==> src/rtl/sec_rtc_pkg.sv <==
// Shared definitions for the secure RTC register block.
// Assumes a 3-bit word address and 32-bit registers.
package sec_rtc_pkg;
    localparam int DW = 32;
    localparam int AW = 3;

    typedef enum logic [AW-1:0] {
        A_SECS   = 3'd0,
        A_FRAC   = 3'd1,
        A_ALM_HI = 3'd2,
        A_ALM_LO = 3'd3,
        A_CTRL   = 3'd4,
        A_STAT   = 3'd5,
        A_IEN    = 3'd6,
        A_NONE   = 3'd7
    } reg_addr_e;

    localparam int CTRL_RUN = 3;
    localparam int ST_BUSY  = 10;
    localparam int ST_NEXT  = 9;
    localparam int ST_DONE  = 8;
    localparam int ST_ERR   = 7;
    localparam int ST_ALM   = 4;
    localparam int ST_NVAL  = 1;
    localparam int ST_VIOL  = 0;

    localparam logic [DW-1:0] IRQ_MASK =
        (DW'(1) << ST_NEXT) | (DW'(1) << ST_DONE) |
        (DW'(1) << ST_ERR)  | (DW'(1) << ST_ALM);
endpackage

==> src/rtl/sec_rtc_commit.sv <==
// Write handshake: captures one bus write, holds it for LAT cycles, then
// emits a one-cycle commit strobe with the captured address and data.
// A write arriving while a commit is in flight is reported as dropped.
// Assumes LAT >= 1.
module sec_rtc_commit
    import sec_rtc_pkg::*;
#(
    parameter int LAT = 4
) (
    input  logic          clk,
    input  logic          rst_n,
    input  logic          wr_req,
    input  logic [AW-1:0] wr_addr,
    input  logic [DW-1:0] wr_data,
    output logic          busy,
    output logic          drop,
    output logic          cmt_vld,
    output logic [AW-1:0] cmt_addr,
    output logic [DW-1:0] cmt_data
);
    localparam int CW = $clog2(LAT + 1);

    logic [CW-1:0] cnt_q;

    // Busy count and captured write.
    always_ff @(posedge clk) begin
        if (!rst_n) begin
            cnt_q    <= '0;
            cmt_addr <= '0;
            cmt_data <= '0;
        end else if (wr_req && !busy) begin
            cnt_q    <= CW'(LAT);
            cmt_addr <= wr_addr;
            cmt_data <= wr_data;
        end else if (cnt_q != '0) begin
            cnt_q <= cnt_q - 1'b1;
        end
    end

    // Handshake outputs.
    always_comb begin
        busy    = (cnt_q != '0);
        drop    = wr_req && busy;
        cmt_vld = (cnt_q == CW'(1));
    end

    p_accept_r2: assert property (@(posedge clk) disable iff (!rst_n)
        (wr_req && !busy) |=> (busy && cmt_addr == $past(wr_addr)
                               && cmt_data == $past(wr_data)));
    p_idle_after_commit_r2: assert property (@(posedge clk) disable iff (!rst_n)
        cmt_vld |=> !busy);
    p_hold_while_busy_r3: assert property (@(posedge clk) disable iff (!rst_n)
        (busy && !cmt_vld) |=> ($stable(cmt_addr) && $stable(cmt_data)));
endmodule

==> src/rtl/sec_rtc_time.sv <==
// Timekeeping core: seconds and fraction counters plus alarm comparison.
// The counter runs only after seconds has been loaded once since reset and
// while run_en is high. A load of either time word takes precedence over a
// tick in the same cycle. Assumes FRAC_MOD >= 2.
module sec_rtc_time
    import sec_rtc_pkg::*;
#(
    parameter int FRAC_MOD = 32768
) (
    input  logic          clk,
    input  logic          rst_n,
    input  logic          tick,
    input  logic          run_en,
    input  logic          ld_secs,
    input  logic          ld_frac,
    input  logic [DW-1:0] ld_data,
    input  logic [DW-1:0] alm_hi,
    input  logic [DW-1:0] alm_lo,
    output logic [DW-1:0] secs,
    output logic [DW-1:0] frac,
    output logic          alm_match
);
    localparam int FW = $clog2(FRAC_MOD);
    localparam logic [FW-1:0] FRAC_TOP = FW'(FRAC_MOD - 1);

    logic [DW-1:0] secs_q;
    logic [FW-1:0] frac_q;
    logic          seen_q;
    logic          step;
    logic          wrap;

    // Advance and wrap conditions.
    always_comb begin
        step = tick && run_en && seen_q && !ld_secs && !ld_frac;
        wrap = (frac_q >= FRAC_TOP);
    end

    // Seconds register and first-load flag.
    always_ff @(posedge clk) begin
        if (!rst_n) begin
            secs_q <= '0;
            seen_q <= 1'b0;
        end else if (ld_secs) begin
            secs_q <= ld_data;
            seen_q <= 1'b1;
        end else if (step && wrap) begin
            secs_q <= secs_q + 1'b1;
        end
    end

    // Fraction register.
    always_ff @(posedge clk) begin
        if (!rst_n) begin
            frac_q <= '0;
        end else if (ld_frac) begin
            frac_q <= ld_data[FW-1:0];
        end else if (step) begin
            frac_q <= wrap ? '0 : frac_q + 1'b1;
        end
    end

    // Output views and alarm match against an armed alarm.
    always_comb begin
        secs      = secs_q;
        frac      = DW'(frac_q);
        alm_match = (alm_hi != '1) && ({secs, frac} == {alm_hi, alm_lo});
    end

    p_frozen_r6: assert property (@(posedge clk) disable iff (!rst_n)
        (!seen_q && !ld_secs && !ld_frac) |=> ($stable(secs_q) && $stable(frac_q)));
    p_carry_r7: assert property (@(posedge clk) disable iff (!rst_n)
        (tick && run_en && seen_q && !ld_secs && !ld_frac && frac_q == FRAC_TOP)
        |=> (frac_q == '0 && secs_q == $past(secs_q) + 1'b1));
    p_stopped_r7: assert property (@(posedge clk) disable iff (!rst_n)
        (!run_en && !ld_secs && !ld_frac) |=> ($stable(secs_q) && $stable(frac_q)));
    p_load_wins_r8: assert property (@(posedge clk) disable iff (!rst_n)
        ld_frac |=> (frac_q == $past(ld_data[FW-1:0])));
endmodule

==> src/rtl/sec_rtc_status.sv <==
// Status flags and interrupt combine. Done, error and alarm flags are sticky
// and cleared by writing 1 at commit; the untrusted flag clears only when a
// status commit carries both bit 1 and bit 0. A set condition wins over a
// clear in the same cycle. Assumes at most one commit per cycle.
module sec_rtc_status
    import sec_rtc_pkg::*;
(
    input  logic          clk,
    input  logic          rst_n,
    input  logic          busy,
    input  logic          drop,
    input  logic          cmt_vld,
    input  logic [AW-1:0] cmt_addr,
    input  logic [DW-1:0] cmt_data,
    input  logic          alm_match,
    input  logic [DW-1:0] ien,
    output logic [DW-1:0] stat_word,
    output logic          irq
);
    logic          done_q;
    logic          err_q;
    logic          alm_q;
    logic          nval_q;
    logic          stat_wr;
    logic [DW-1:0] clr;

    // Decode a committed status write into clear requests.
    always_comb begin
        stat_wr = cmt_vld && (cmt_addr == A_STAT);
        clr     = stat_wr ? cmt_data : '0;
    end

    // Sticky flag registers.
    always_ff @(posedge clk) begin
        if (!rst_n) begin
            done_q <= 1'b0;
            err_q  <= 1'b0;
            alm_q  <= 1'b0;
            nval_q <= 1'b1;
        end else begin
            done_q <= (done_q && !clr[ST_DONE]) ||
                      (cmt_vld && !(stat_wr && cmt_data[ST_DONE]));
            err_q  <= (err_q && !clr[ST_ERR]) || drop;
            alm_q  <= (alm_q && !clr[ST_ALM]) || alm_match;
            if (clr[ST_NVAL] && clr[ST_VIOL]) begin
                nval_q <= 1'b0;
            end
        end
    end

    // Status word assembly and interrupt combine.
    always_comb begin
        stat_word          = '0;
        stat_word[ST_BUSY] = busy;
        stat_word[ST_NEXT] = !busy;
        stat_word[ST_DONE] = done_q;
        stat_word[ST_ERR]  = err_q;
        stat_word[ST_ALM]  = alm_q;
        stat_word[ST_NVAL] = nval_q;
        irq                = |(stat_word & ien & IRQ_MASK);
    end

    p_err_set_r3: assert property (@(posedge clk) disable iff (!rst_n)
        drop |=> err_q);
    p_w1c_err_r4: assert property (@(posedge clk) disable iff (!rst_n)
        (stat_wr && cmt_data[ST_ERR] && !drop) |=> !err_q);
    p_done_set_r4: assert property (@(posedge clk) disable iff (!rst_n)
        (cmt_vld && !stat_wr) |=> done_q);
    p_nval_hold_r5: assert property (@(posedge clk) disable iff (!rst_n)
        (nval_q && !(stat_wr && cmt_data[ST_NVAL] && cmt_data[ST_VIOL])) |=> nval_q);
    p_irq_quiet_r10: assert property (@(posedge clk) disable iff (!rst_n)
        ((ien & IRQ_MASK) == '0) |-> !irq);
endmodule

==> src/rtl/sec_rtc.sv <==
// Secure RTC register block top: bus decode, control/enable/alarm registers,
// commit handshake, timekeeping core and status. All bus writes pass through
// the commit handshake; reads are combinational on bus_addr.
module sec_rtc
    import sec_rtc_pkg::*;
#(
    parameter int FRAC_MOD   = 32768,
    parameter int COMMIT_LAT = 4
) (
    input  logic          clk,
    input  logic          rst_n,
    input  logic          tick,
    input  logic          bus_wr,
    input  logic [2:0]    bus_addr,
    input  logic [31:0]   bus_wdata,
    output logic [31:0]   bus_rdata,
    output logic          irq
);
    logic          busy;
    logic          drop;
    logic          cmt_vld;
    logic [AW-1:0] cmt_addr;
    logic [DW-1:0] cmt_data;
    logic          run_q;
    logic [DW-1:0] ien_q;
    logic [DW-1:0] alm_hi_q;
    logic [DW-1:0] alm_lo_q;
    logic [DW-1:0] secs;
    logic [DW-1:0] frac;
    logic          alm_match;
    logic [DW-1:0] stat_word;
    logic          ld_secs;
    logic          ld_frac;

    sec_rtc_commit #(.LAT(COMMIT_LAT)) u_commit (
        .clk      (clk),
        .rst_n    (rst_n),
        .wr_req   (bus_wr),
        .wr_addr  (bus_addr),
        .wr_data  (bus_wdata),
        .busy     (busy),
        .drop     (drop),
        .cmt_vld  (cmt_vld),
        .cmt_addr (cmt_addr),
        .cmt_data (cmt_data)
    );

    // Time-register load strobes from the commit.
    always_comb begin
        ld_secs = cmt_vld && (cmt_addr == A_SECS);
        ld_frac = cmt_vld && (cmt_addr == A_FRAC);
    end

    // Control, enable and alarm registers updated at commit.
    always_ff @(posedge clk) begin
        if (!rst_n) begin
            run_q    <= 1'b0;
            ien_q    <= '0;
            alm_hi_q <= '1;
            alm_lo_q <= '0;
        end else if (cmt_vld) begin
            case (cmt_addr)
                A_CTRL:   run_q    <= cmt_data[CTRL_RUN];
                A_IEN:    ien_q    <= cmt_data & IRQ_MASK;
                A_ALM_HI: alm_hi_q <= cmt_data;
                A_ALM_LO: alm_lo_q <= cmt_data;
                default:  ;
            endcase
        end
    end

    sec_rtc_time #(.FRAC_MOD(FRAC_MOD)) u_time (
        .clk       (clk),
        .rst_n     (rst_n),
        .tick      (tick),
        .run_en    (run_q),
        .ld_secs   (ld_secs),
        .ld_frac   (ld_frac),
        .ld_data   (cmt_data),
        .alm_hi    (alm_hi_q),
        .alm_lo    (alm_lo_q),
        .secs      (secs),
        .frac      (frac),
        .alm_match (alm_match)
    );

    sec_rtc_status u_status (
        .clk       (clk),
        .rst_n     (rst_n),
        .busy      (busy),
        .drop      (drop),
        .cmt_vld   (cmt_vld),
        .cmt_addr  (cmt_addr),
        .cmt_data  (cmt_data),
        .alm_match (alm_match),
        .ien       (ien_q),
        .stat_word (stat_word),
        .irq       (irq)
    );

    // Read multiplexer.
    always_comb begin
        case (bus_addr)
            A_SECS:   bus_rdata = secs;
            A_FRAC:   bus_rdata = frac;
            A_ALM_HI: bus_rdata = alm_hi_q;
            A_ALM_LO: bus_rdata = alm_lo_q;
            A_CTRL:   bus_rdata = DW'(run_q) << CTRL_RUN;
            A_STAT:   bus_rdata = stat_word;
            A_IEN:    bus_rdata = ien_q;
            default:  bus_rdata = '0;
        endcase
    end

    p_unarmed_r9: assert property (@(posedge clk) disable iff (!rst_n)
        (alm_hi_q == '1) |=> !$rose(stat_word[ST_ALM]));
    p_drop_keeps_r3: assert property (@(posedge clk) disable iff (!rst_n)
        (drop && !cmt_vld) |=> ($stable(ien_q) && $stable(alm_hi_q)
                                && $stable(alm_lo_q) && $stable(run_q)));
endmodule

==> config.mk <==
export PLATFORM = sky130hd
export DESIGN_NAME = sec_rtc
export DESIGN_NICKNAME = d
export VERILOG_FILES = /design/src/rtl/sec_rtc_pkg.sv /design/src/rtl/sec_rtc_commit.sv /design/src/rtl/sec_rtc_time.sv /design/src/rtl/sec_rtc_status.sv /design/src/rtl/sec_rtc.sv
export SDC_FILE = /design/constraint.sdc
export NUM_CORES = 1
export LEC_CHECK = 0
export BUFFER_PORTS_ARGS = -buffer_cell sky130_fd_sc_hd__buf_2
export CORE_ASPECT_RATIO = 1.5
export CORE_MARGIN = 2
export CORE_UTILIZATION = 54
export CTS_CLUSTER_DIAMETER = 80
export DETAILED_ROUTE_END_ITERATION = 8
export PLACE_DENSITY_LB_ADDON = 0.1
export SYNTH_ARGS = -nofsm -noshare
export SYNTH_HDL_FRONTEND = slang
export SYNTH_SLANG_ARGS = --single-unit
==> constraint.sdc <==
create_clock -name clk -period 2.25 [get_ports clk]
set_clock_uncertainty 0.1 [all_clocks]
set_input_delay 0.1125 -clock clk [delete_from_list [all_inputs] [get_ports clk]]
set_output_delay 0.1125 -clock clk [all_outputs]
set_load 0.01 [all_outputs]
==> results of run 1 <==
==> area by class of cell <==
class | instances | area (um2) | share of cell area, %
well taps | 199 | 249 | 2.45
clock inverters | 13 | 154 | 1.51
clock buffers | 19 | 433 | 4.25
repair buffers | 178 | 1320 | 13.0
multi-input cells | 823 | 4790 | 47.1
inverters | 10 | 37.5 | 0.369
flip-flops and latches | 159 | 3180 | 31.3
==> kinds of logic after synthesis <==
kind of cell    after synthesis  synth area share [%]
mux                          41                  6.35
buf+inv                      93                  4.54
simple gates                489                  27.6
compound gates              210                  14.1
fa+ha+maj                     5                 0.754
xor+xnor                     78                  8.24
flops                       159                  38.4
==> flip-flops by register name, summed over array words and instances, names as in the netlist <==
register / cells
alm_lo_q: 32
u_time.secs: 32
ien_q: 4
u_status.nval_q: 1
u_status.err_q: 1
u_commit.cmt_addr: 3
alm_hi_q: 32
u_status.done_q: 1
u_time.frac_q: 15
u_commit.cmt_data: 32
u_status.alm_q: 1
run_q: 1
u_commit.cnt_q: 3
u_time.seen_q: 1
==> power by group <==
group	leakage [nW]	total (W)	switching, W	internal [W]
clock	0.273	0.00292	0.00126	0.00166
combinational	2.52	0.00260	0.00146	0.00113
sequential	1.29	0.00378	0.000547	0.00323
==> routing by layer <==
metal / up-vias / track usage, %
li1: 3966 / -
met1: 3905 / 38.0
met2: 376 / 59.0
met3: 89 / 4.34
met4: 0 / 19.3
met5: - / 0
==> critical path: cells and delay by family, from the launching register on <==
kind / cells / cell delay, ps
adder cells (fa/ha/maj): 1 / 150
AND/OR/NAND/NOR: 3 / 440
AO/OA/AOI/OAI: 2 / 670
XOR/XNOR: 1 / 170
buffers and inverters: 2 / 200
flip-flops: 1 / 330
==> final timing paths <==
kind / start / depth (start not counted) / endpoint
worst max-delay path: u_commit.cnt_q[1] / 9 / u_time.secs[29]
worst min-delay path: bus_addr[0] / 3 / u_commit.cmt_addr[0]
worst max register to register: u_commit.cnt_q[1] / 9 / u_time.secs[29]
worst min register to register: u_status.nval_q / 2 / u_status.nval_q
==> cell usage in the layout (no fill, tap or decap), types with 5 or more instances in the layout <==
cell type and count:
a21oi_1 138, a222oi_1 10, and2_1 5, and3_1 10
buf_12 6, buf_2 71, buf_4 66, clkbuf_16 17
dfxtp_1 158, dlygate4sd3_1 34, inv_1 8, mux2i_1 29
mux4_2 9, nand2_1 227, nand3_1 61, nand4_1 29
nor2_1 77, nor2b_1 17, nor3_1 13, nor4_1 17
o21ai_0 39, xnor2_1 44, xor2_1 34
==> through the flow <==
step,hold WS (ps),setup WS (ps),util (%)
2_1_floorplan,148,132,-
3_3_place_gp,252,-81.2,60.8
3_5_place_dp,258,-94.1,60.8
4_1_cts,7.49,-17.2,67.1
5_1_grt,27.1,-19.3,67.5
6_report,12.3,88.2,67.5
==> timing repair <==
action / 4_1_cts / 5_1_grt
hold endpoints to repair: 36 / 0
setup buffers: 1 / 2
hold buffers: 34 / 0
endpoints found under the setup margin: 11 / 24
pin swaps: 4 / 10
resized for setup: 3 / 12
==> flow_summary.toml, run 1 <==
[outcome]
status = "complete, no violations"

[setup_path]
worst-path-max-fanout = 7
path_cells = "inv_2 > ha_4 > nor2b_4 > a2111o_2 > nor3_4 > buf_6 > nand4_1 > xor2_1 > a21oi_1"
startpoint_type = "flop"
crit_required_ps = 2500
worstSetupEndpointType = "flop"
arrival_ps = 2420
cpPeakStageDelay_ps = 530
crit_type = "reg2reg"
reg2reg_slack_ps = 90
slowest_stage = "a2111o_2"

[floorplan]
die-width_um = 105
fp.dieArea_um2 = 16400
start_util_pct = 55.0
die_y_um = 156
pin_count = 72
rows = 55
core_um2 = 15100

[routing]
wl_met2_um = 13600
drt_iter0_drc = 660
dr.pass1.iters = 7
drc = 0
ant_nets = 0
routed.top_layer = "met4"
dr_wl_met3_um = 1610
vias = 8336
routed_wl_um = 26900
wl_per_cell_um = 19.2
routed_via_density = 5.95
met1_length_um = 10300

[layout]
fillCellCount = 1329
final_area_um2 = 10200
antenna_cells = 0
drive_gt1_share_pct = 17.5
stdcell_count = 1401
finalNetCount = 1233
area_delta_synth_final_pct = 22.7

[sta]
setup_violations = 0
worst_pin_slew_ps = 739
post-route-period-util_pct = 96.1
setup_tns_ps = 0
max_freq_mhz = 463
hold_viol = 0
period_minus_slack_ps = 2160
slew_headroom_pct = 50.8
rsz0062_at_grt = "yes"
drv_slew = 0

[synthesis]
synth-seq-cells = 159
postSynthCellCount = 1075
synth.cells.most_frequent = "nand2_1, dfxtp_1, a21oi_1"
synthFlopType = "dfxtp_1"
yosys-top-cells-area = "dfxtp_1, nand2_1, a21oi_1"
ys_types = 53
async_flop_share_pct = 0
synth.avg_cell_area_um2 = 7.72
syn-num-nets = 1119
synth_top_area_share_pct = 38.4
yosysWarningCount = 0
ys_seq_area_share_pct = 38.4
synth_top_area_cell = "dfxtp_1"
synth_edf_count = 0
synthMostInstantiatedCell = "nand2_1"
syn_area_um2 = 8300

[clock_network]
cts_sinks = 159
numCtsBuffers = 17
root_buffer = "clkbuf_16"
cts_tree = "done"
clkTransAtPathRegs_ps = 70
cts_max_level = 4
clock_path_buffers = 2
clk_latency_ps = 440

[global_routing]
overflow = 0
grt_pass1_wl_um = 42700
grt_max_degree = 64
grt_use_total_pct = 33.3
antenna_found_initial = 0
grt_pass1_vias = 7991

[flow_run]
cap_violations = 0

[placement]
dpl.cell_count = 1332
place_area_um2 = 9170
gp_congestion = 0.946
io_buffers = 71
place_hpwl_um = 19100

[power]
powerDensity_nw_per_um2 = 914
p_leak_nw = 4.09
p_total_w = 0.00930
ir_worst_vdd_mv = 0.707

[hold_path]
holdCritPathClass = "in2reg"
No activity file was read; power rests on OpenSTA's default activity.
==> run 2: changes to the inputs <==
--- a/config.mk
+++ b/config.mk
@@ -8,7 +8,7 @@
 export BUFFER_PORTS_ARGS = -buffer_cell sky130_fd_sc_hd__buf_2
 export CORE_ASPECT_RATIO = 1.5
 export CORE_MARGIN = 2
-export CORE_UTILIZATION = 54
+export CORE_UTILIZATION = 65
 export CTS_CLUSTER_DIAMETER = 80
 export DETAILED_ROUTE_END_ITERATION = 8
 export PLACE_DENSITY_LB_ADDON = 0.1
==> constraint.sdc (replaced) <==
create_clock -name clk -period 2.5 [get_ports clk]
set_clock_uncertainty 0.1 [all_clocks]
set_input_delay 0.125 -clock clk [delete_from_list [all_inputs] [get_ports clk]]
set_output_delay 0.125 -clock clk [all_outputs]
set_load 0.01 [all_outputs]
==> run 2 against run 1 <==
Against the previous run:
- fmax fell by 11%
- power fell by 12%
- clock-buffer cell count did not move
- flip-flop and latch count did not move
- combinational power fell by 18%
- clock power fell by 13%
- highest routed layer unchanged
==> flow_summary.toml, run 2 (synthesis results as in run 1) <==
[setup_path]
startpoint_type = "flop"
worst-path-max-fanout = 5
reg2reg_slack_ps = 70
r2r-start = "u_commit.cnt_q[1]"
path_cells = "inv_1 > ha_1 > nor2b_4 > a2111o_2 > nor3_4 > clkbuf_2 > nand4_1 > xor2_1 > a21oi_1"
path_delay_family = "compound AO/OA/AOI/OAI gates"
r2r-end = "u_time.secs[29]"
worst-path-stages = 9
endpoint = "u_time.secs[29]"
reg2reg_depth = 9
crit_type = "reg2reg"
arrival_ps = 2680
crit_required_ps = 2750
critPathBufInv = 2
startpoint = "u_commit.cnt_q[1]"
cpPeakStageDelay_ps = 590
slowest_stage = "a2111o_2"
worstSetupEndpointType = "flop"

[layout]
regArea_um2 = 3180
antenna_cells = 0
final_common_cell = "nand2_1"
drive_gt1_share_pct = 15.1
multi_input_area_um2 = 4750
fillCellCount = 927
stdcell_count = 1331
layout_common_cells = "nand2_1, dfxtp_1, a21oi_1"
area_delta_synth_final_pct = 18.3
finalNetCount = 1206

[routing]
dr.pass1.iters = 8
drt_iter0_drc = 831
drc = 0
wl_per_cell_um = 21.5
routed_wl_um = 28600
ant_nets = 0
vias = 8435
routed_via_density = 6.34

[sta]
hold_viol = 0
slew_headroom_pct = 27.5
drv_slew = 0
period_minus_slack_ps = 2430
worst_pin_slew_ps = 1090
post-route-period-util_pct = 97.1
setup_violations = 0
max_freq_mhz = 412
rsz0062_at_grt = "yes"

[floorplan]
core_um2 = 12400
die-width_um = 96.2
pin_count = 72
die_y_um = 142
rows = 50
fp.dieArea_um2 = 13700
start_util_pct = 66.6

[placement]
gp_congestion = 1.01
io_buffers = 71
dpl.cell_count = 1261
place_hpwl_um = 19700

[clock_network]
clock_path_buffers = 2
root_buffer = "clkbuf_16"
numCtsBuffers = 17
clkTransAtPathRegs_ps = 70
cts_tree = "done"
cts_max_level = 4
clk_latency_ps = 430
cts_sinks = 159

[global_routing]
grt_max_degree = 98
overflow = 0
antenna_found_initial = 0
grt_pass1_vias = 7840
grt_use_total_pct = 42.1
grt_pass1_wl_um = 43000

[power]
p_int_w = 0.00517
powerDensity_nw_per_um2 = 836
p_leak_nw = 3.93
p_seq_share_pct = 43.2
switching_share_pct = 37.0
power_frac_clock_pct = 31.0
p_switching_w = 0.00304
p_total_w = 0.00820
ir_worst_vdd_mv = 0.928
p_comb_share_pct = 25.9

[outcome]
status = "complete, no violations"

[hold_path]
holdCritPathClass = "in2reg"

[flow_run]
cap_violations = 0
==> run 2: changes by cell type in the layout (fill, tap and decap cells not counted), sizes merged <==
cell      previous run  this run
clkbuf              19        20
clkinv               3         2
buf                144       116
bufinv               2         0
inv                 14        18
clkinvlp             4         3
==> run 2: tightest hold or removal path: cells and delay by family <==
kind            cells  cell delay [ps]
compound gates      1               70
buf+inv             1              230
simple gates        1              120
==> run 2: power by group through the flow <==
stage / registers, W / clock network [W] / logic, W
2_1_floorplan: 0.00328 / 0 / 0.00145
3_3_place_gp: 0.00354 / 0 / 0.00196
3_5_place_dp: 0.00355 / 0 / 0.00199
4_1_cts: 0.00349 / 0.00253 / 0.00205
5_1_grt: 0.00356 / 0.00264 / 0.00230
6_report: 0.00354 / 0.00254 / 0.00212
==> run 2: per-layer routing <==
metal / GRT usage (%) / up-vias / part of all wire (%)
li1: - / 3912 / -
met1: 46.7 / 3818 / 33
met2: 68.8 / 553 / 48
met3: 7.42 / 152 / 8.6
met4: 34.4 / 0 / 9.5
met5: 0 / - / 0
==> run 2: final cells by class <==
type / instances / share of cell area (%)
clock buffer: 19 / 4.61
timing repair buffer: 151 / 11.0
sequential: 159 / 32.4
tap: 156 / 1.99
clock inverter: 13 / 1.22
multi-input combinational: 823 / 48.4
inverter: 10 / 0.382
==> run 2: how the worst min path moves through the flow <==
stage,start,endpoint,slack (ps),depth (start not counted)
final,bus_addr[0],u_commit.cmt_addr[0],80,3
after global routing,bus_addr[0],u_commit.cmt_addr[0],80,3
after CTS,bus_addr[0],u_commit.cmt_addr[0],20,3
after detailed placement,bus_wdata[9],u_commit.cmt_data[9],270,3
after global placement,bus_wdata[14],u_commit.cmt_data[14],270,3
after floorplan,bus_wdata[17],u_commit.cmt_data[17],160,2
==> run 2: timing repair <==
action | in CTS | in global routing
hold buffers | 34 | 0
endpoints found under the setup margin | 0 | 18
gates resized for setup | 0 | 4
endpoints found under the hold margin | 36 | 0
buffers inserted | 0 | 4
==> run 2: per-stage QoR <==
step	util, %	instance area [um2]	setup slack [ps]	hold slack, ps	setup TNS (ps)
4_1_cts	78.5	9780	72.9	18.8	0
3_5_place_dp	71.2	8860	95.5	271	0
6_report	78.9	9820	72.2	76.5	0
5_1_grt	78.9	9820	-34.4	82.3	-127
3_3_place_gp	71.2	8860	185	265	0
2_1_floorplan	-	8300	382	161	0
==> run 3: changes to the inputs <==
--- a/config.mk
+++ b/config.mk
@@ -7,7 +7,6 @@
 export LEC_CHECK = 0
 export BUFFER_PORTS_ARGS = -buffer_cell sky130_fd_sc_hd__buf_2
 export CORE_ASPECT_RATIO = 1.5
-export CORE_MARGIN = 2
 export CORE_UTILIZATION = 65
 export CTS_CLUSTER_DIAMETER = 80
 export DETAILED_ROUTE_END_ITERATION = 8
==> run 3 against run 2 <==
Against the previous run:
- via count up 0.77%
- sequential share of layout area is essentially flat
- clock-buffer cell count down 1
- register-to-register slack about the same
- sequential power about the same
- die area decreased by 3.5%
- worst setup slack improved by 5.4 ps
- critical endpoint is now u_time.secs[27]
- largest cell class unchanged
- largest power group unchanged
==> flow_summary.toml, run 3 (synthesis results as in run 1) <==
[outcome]
status = "complete, no violations"

[sta]
worst_pin_slew_ps = 708
post-route-period-util_pct = 96.9
setup_violations = 0
slew_headroom_pct = 52.8
drv_slew = 0
rsz0062_at_grt = "no"
setup_tns_ps = 0
hold_viol = 0
fin_ws_ps = 77.6
period_minus_slack_ps = 2420
max_freq_mhz = 413

[routing]
drc = 0
drt_iter0_drc = 901
dr.pass1.iters = 6
wl_per_cell_um = 20.8
vias = 8500
routed_via_density = 6.41
ant_nets = 0
routed_wl_um = 27600

[placement]
dpl.cell_count = 1260
dp_slack_ps = 133
gp_congestion = 1.02
io_buffers = 71
place_hpwl_um = 19000
place_area_um2 = 8840

[hold_path]
hold_path_depth = 3
holdCritPathClass = "in2reg"
min_to = "u_commit.cmt_addr[1]"
hp-start = "bus_addr[1]"

[setup_path]
startpoint_type = "flop"
worst-path-max-fanout = 9
arrival_ps = 2690
crit_required_ps = 2770
r2r-end = "u_time.secs[27]"
reg2reg_depth = 8
reg2reg_slack_ps = 80
worstSetupEndpointType = "flop"
crit_type = "reg2reg"
r2r-start = "u_commit.cnt_q[1]"

[floorplan]
fp.dieArea_um2 = 13200
die-width_um = 94.2
start_util_pct = 66.6
core_um2 = 12400
die_y_um = 140
pin_count = 72
rows = 50

[layout]
antenna_cells = 0
drive_gt1_share_pct = 14.9
final_area_um2 = 9810
stdcell_count = 1326
post-route-util_pct = 78.8
finalNetCount = 1201
final_common_cell = "nand2_1"
layout_common_cells = "nand2_1, dfxtp_1, a21oi_1"
area_delta_synth_final_pct = 18.3

[power]
p_leak_nw = 3.91
powerDensity_nw_per_um2 = 844
ir_worst_vdd_mv = 0.625

[clock_network]
cts_tree = "done"
numCtsBuffers = 17
cts_max_level = 4
clock_path_buffers = 2
clk_latency_ps = 440
clkTransAtPathRegs_ps = 70
root_buffer = "clkbuf_16"
cts_sinks = 159

[global_routing]
overflow = 0
antenna_found_initial = 0
grt_use_total_pct = 43.7
grt_pass1_wl_um = 43700
grt_max_degree = 62
grt_pass1_vias = 8117

[flow_run]
cap_violations = 0
run 3: metrics by stage:
stage / total power (W) / hold WS [ps]
floorplan: 0.00473 / 161
global placement: 0.00542 / 259
detailed placement: 0.00546 / 260
CTS: 0.00817 / 8.85
global route: 0.00859 / 44.5
finish: 0.00828 / 3.99
run 3: final cells by class:
cell class | count | area [um2]
Clock buffer | 18 | 439
Clock inverter | 14 | 166
Fill cell | 883 | 2640
Inverter | 10 | 37.5
Multi-Input combinational cell | 823 | 4760
Sequential cell | 159 | 3180
Tap cell | 156 | 195
Timing Repair Buffer | 146 | 1030
run 3: report_power, final:
| group | switching [W] | total (W) | internal (W) | leakage [nW] |
|---|---|---|---|---|
| registers | 0.000659 | 0.00357 | 0.00291 | 1.29 |
| logic | 0.00116 | 0.00201 | 0.000854 | 2.33 |
| clock network | 0.00117 | 0.00270 | 0.00153 | 0.294 |
| total | 0.00298 | 0.00828 | 0.00529 | 3.91 |
run 3: critical path, cell delays in order (launching register included):
cell,delay [ps]
dfxtp_1,330
inv_1,70
ha_1,190
nor2b_2,190
a2111o_2,550
nor3_4,340
nand3_1,220
xor2_2,210
a21oi_1,140
run 3: routing by layer:
layer / vias up / routed length (um) / GRT usage [%]
met3: 173 / 2340 / 11.0
met5: - / 0 / 0
met4: 0 / 2570 / 37.8
li1: 3896 / - / -
met2: 498 / 13200 / 69.1
met1: 3933 / 9540 / 47.9
run 3: worst max-delay path by stage:
stage                 startpoint         endpoint  slack (ps)  depth (start not counted)
6_report       u_commit.cnt_q[1]  u_time.secs[27]          80                          8
5_1_grt         u_time.frac_q[3]  u_time.secs[17]           7                          6
2_1_floorplan  u_commit.cnt_q[1]  u_time.secs[26]         380                          8
3_3_place_gp   u_commit.cnt_q[1]  u_time.secs[26]         190                          8
4_1_cts        u_commit.cnt_q[1]  u_time.secs[17]          80                          8
3_5_place_dp   u_commit.cnt_q[1]  u_time.secs[17]         130                          8
run 3: what timing repair did:
action | CTS | global route
endpoints found under the setup margin | 0 | 8
gates resized for setup | 0 | 5
endpoints found under the hold margin | 38 | 0
hold buffers | 34 | 0
buffers inserted | 0 | 0
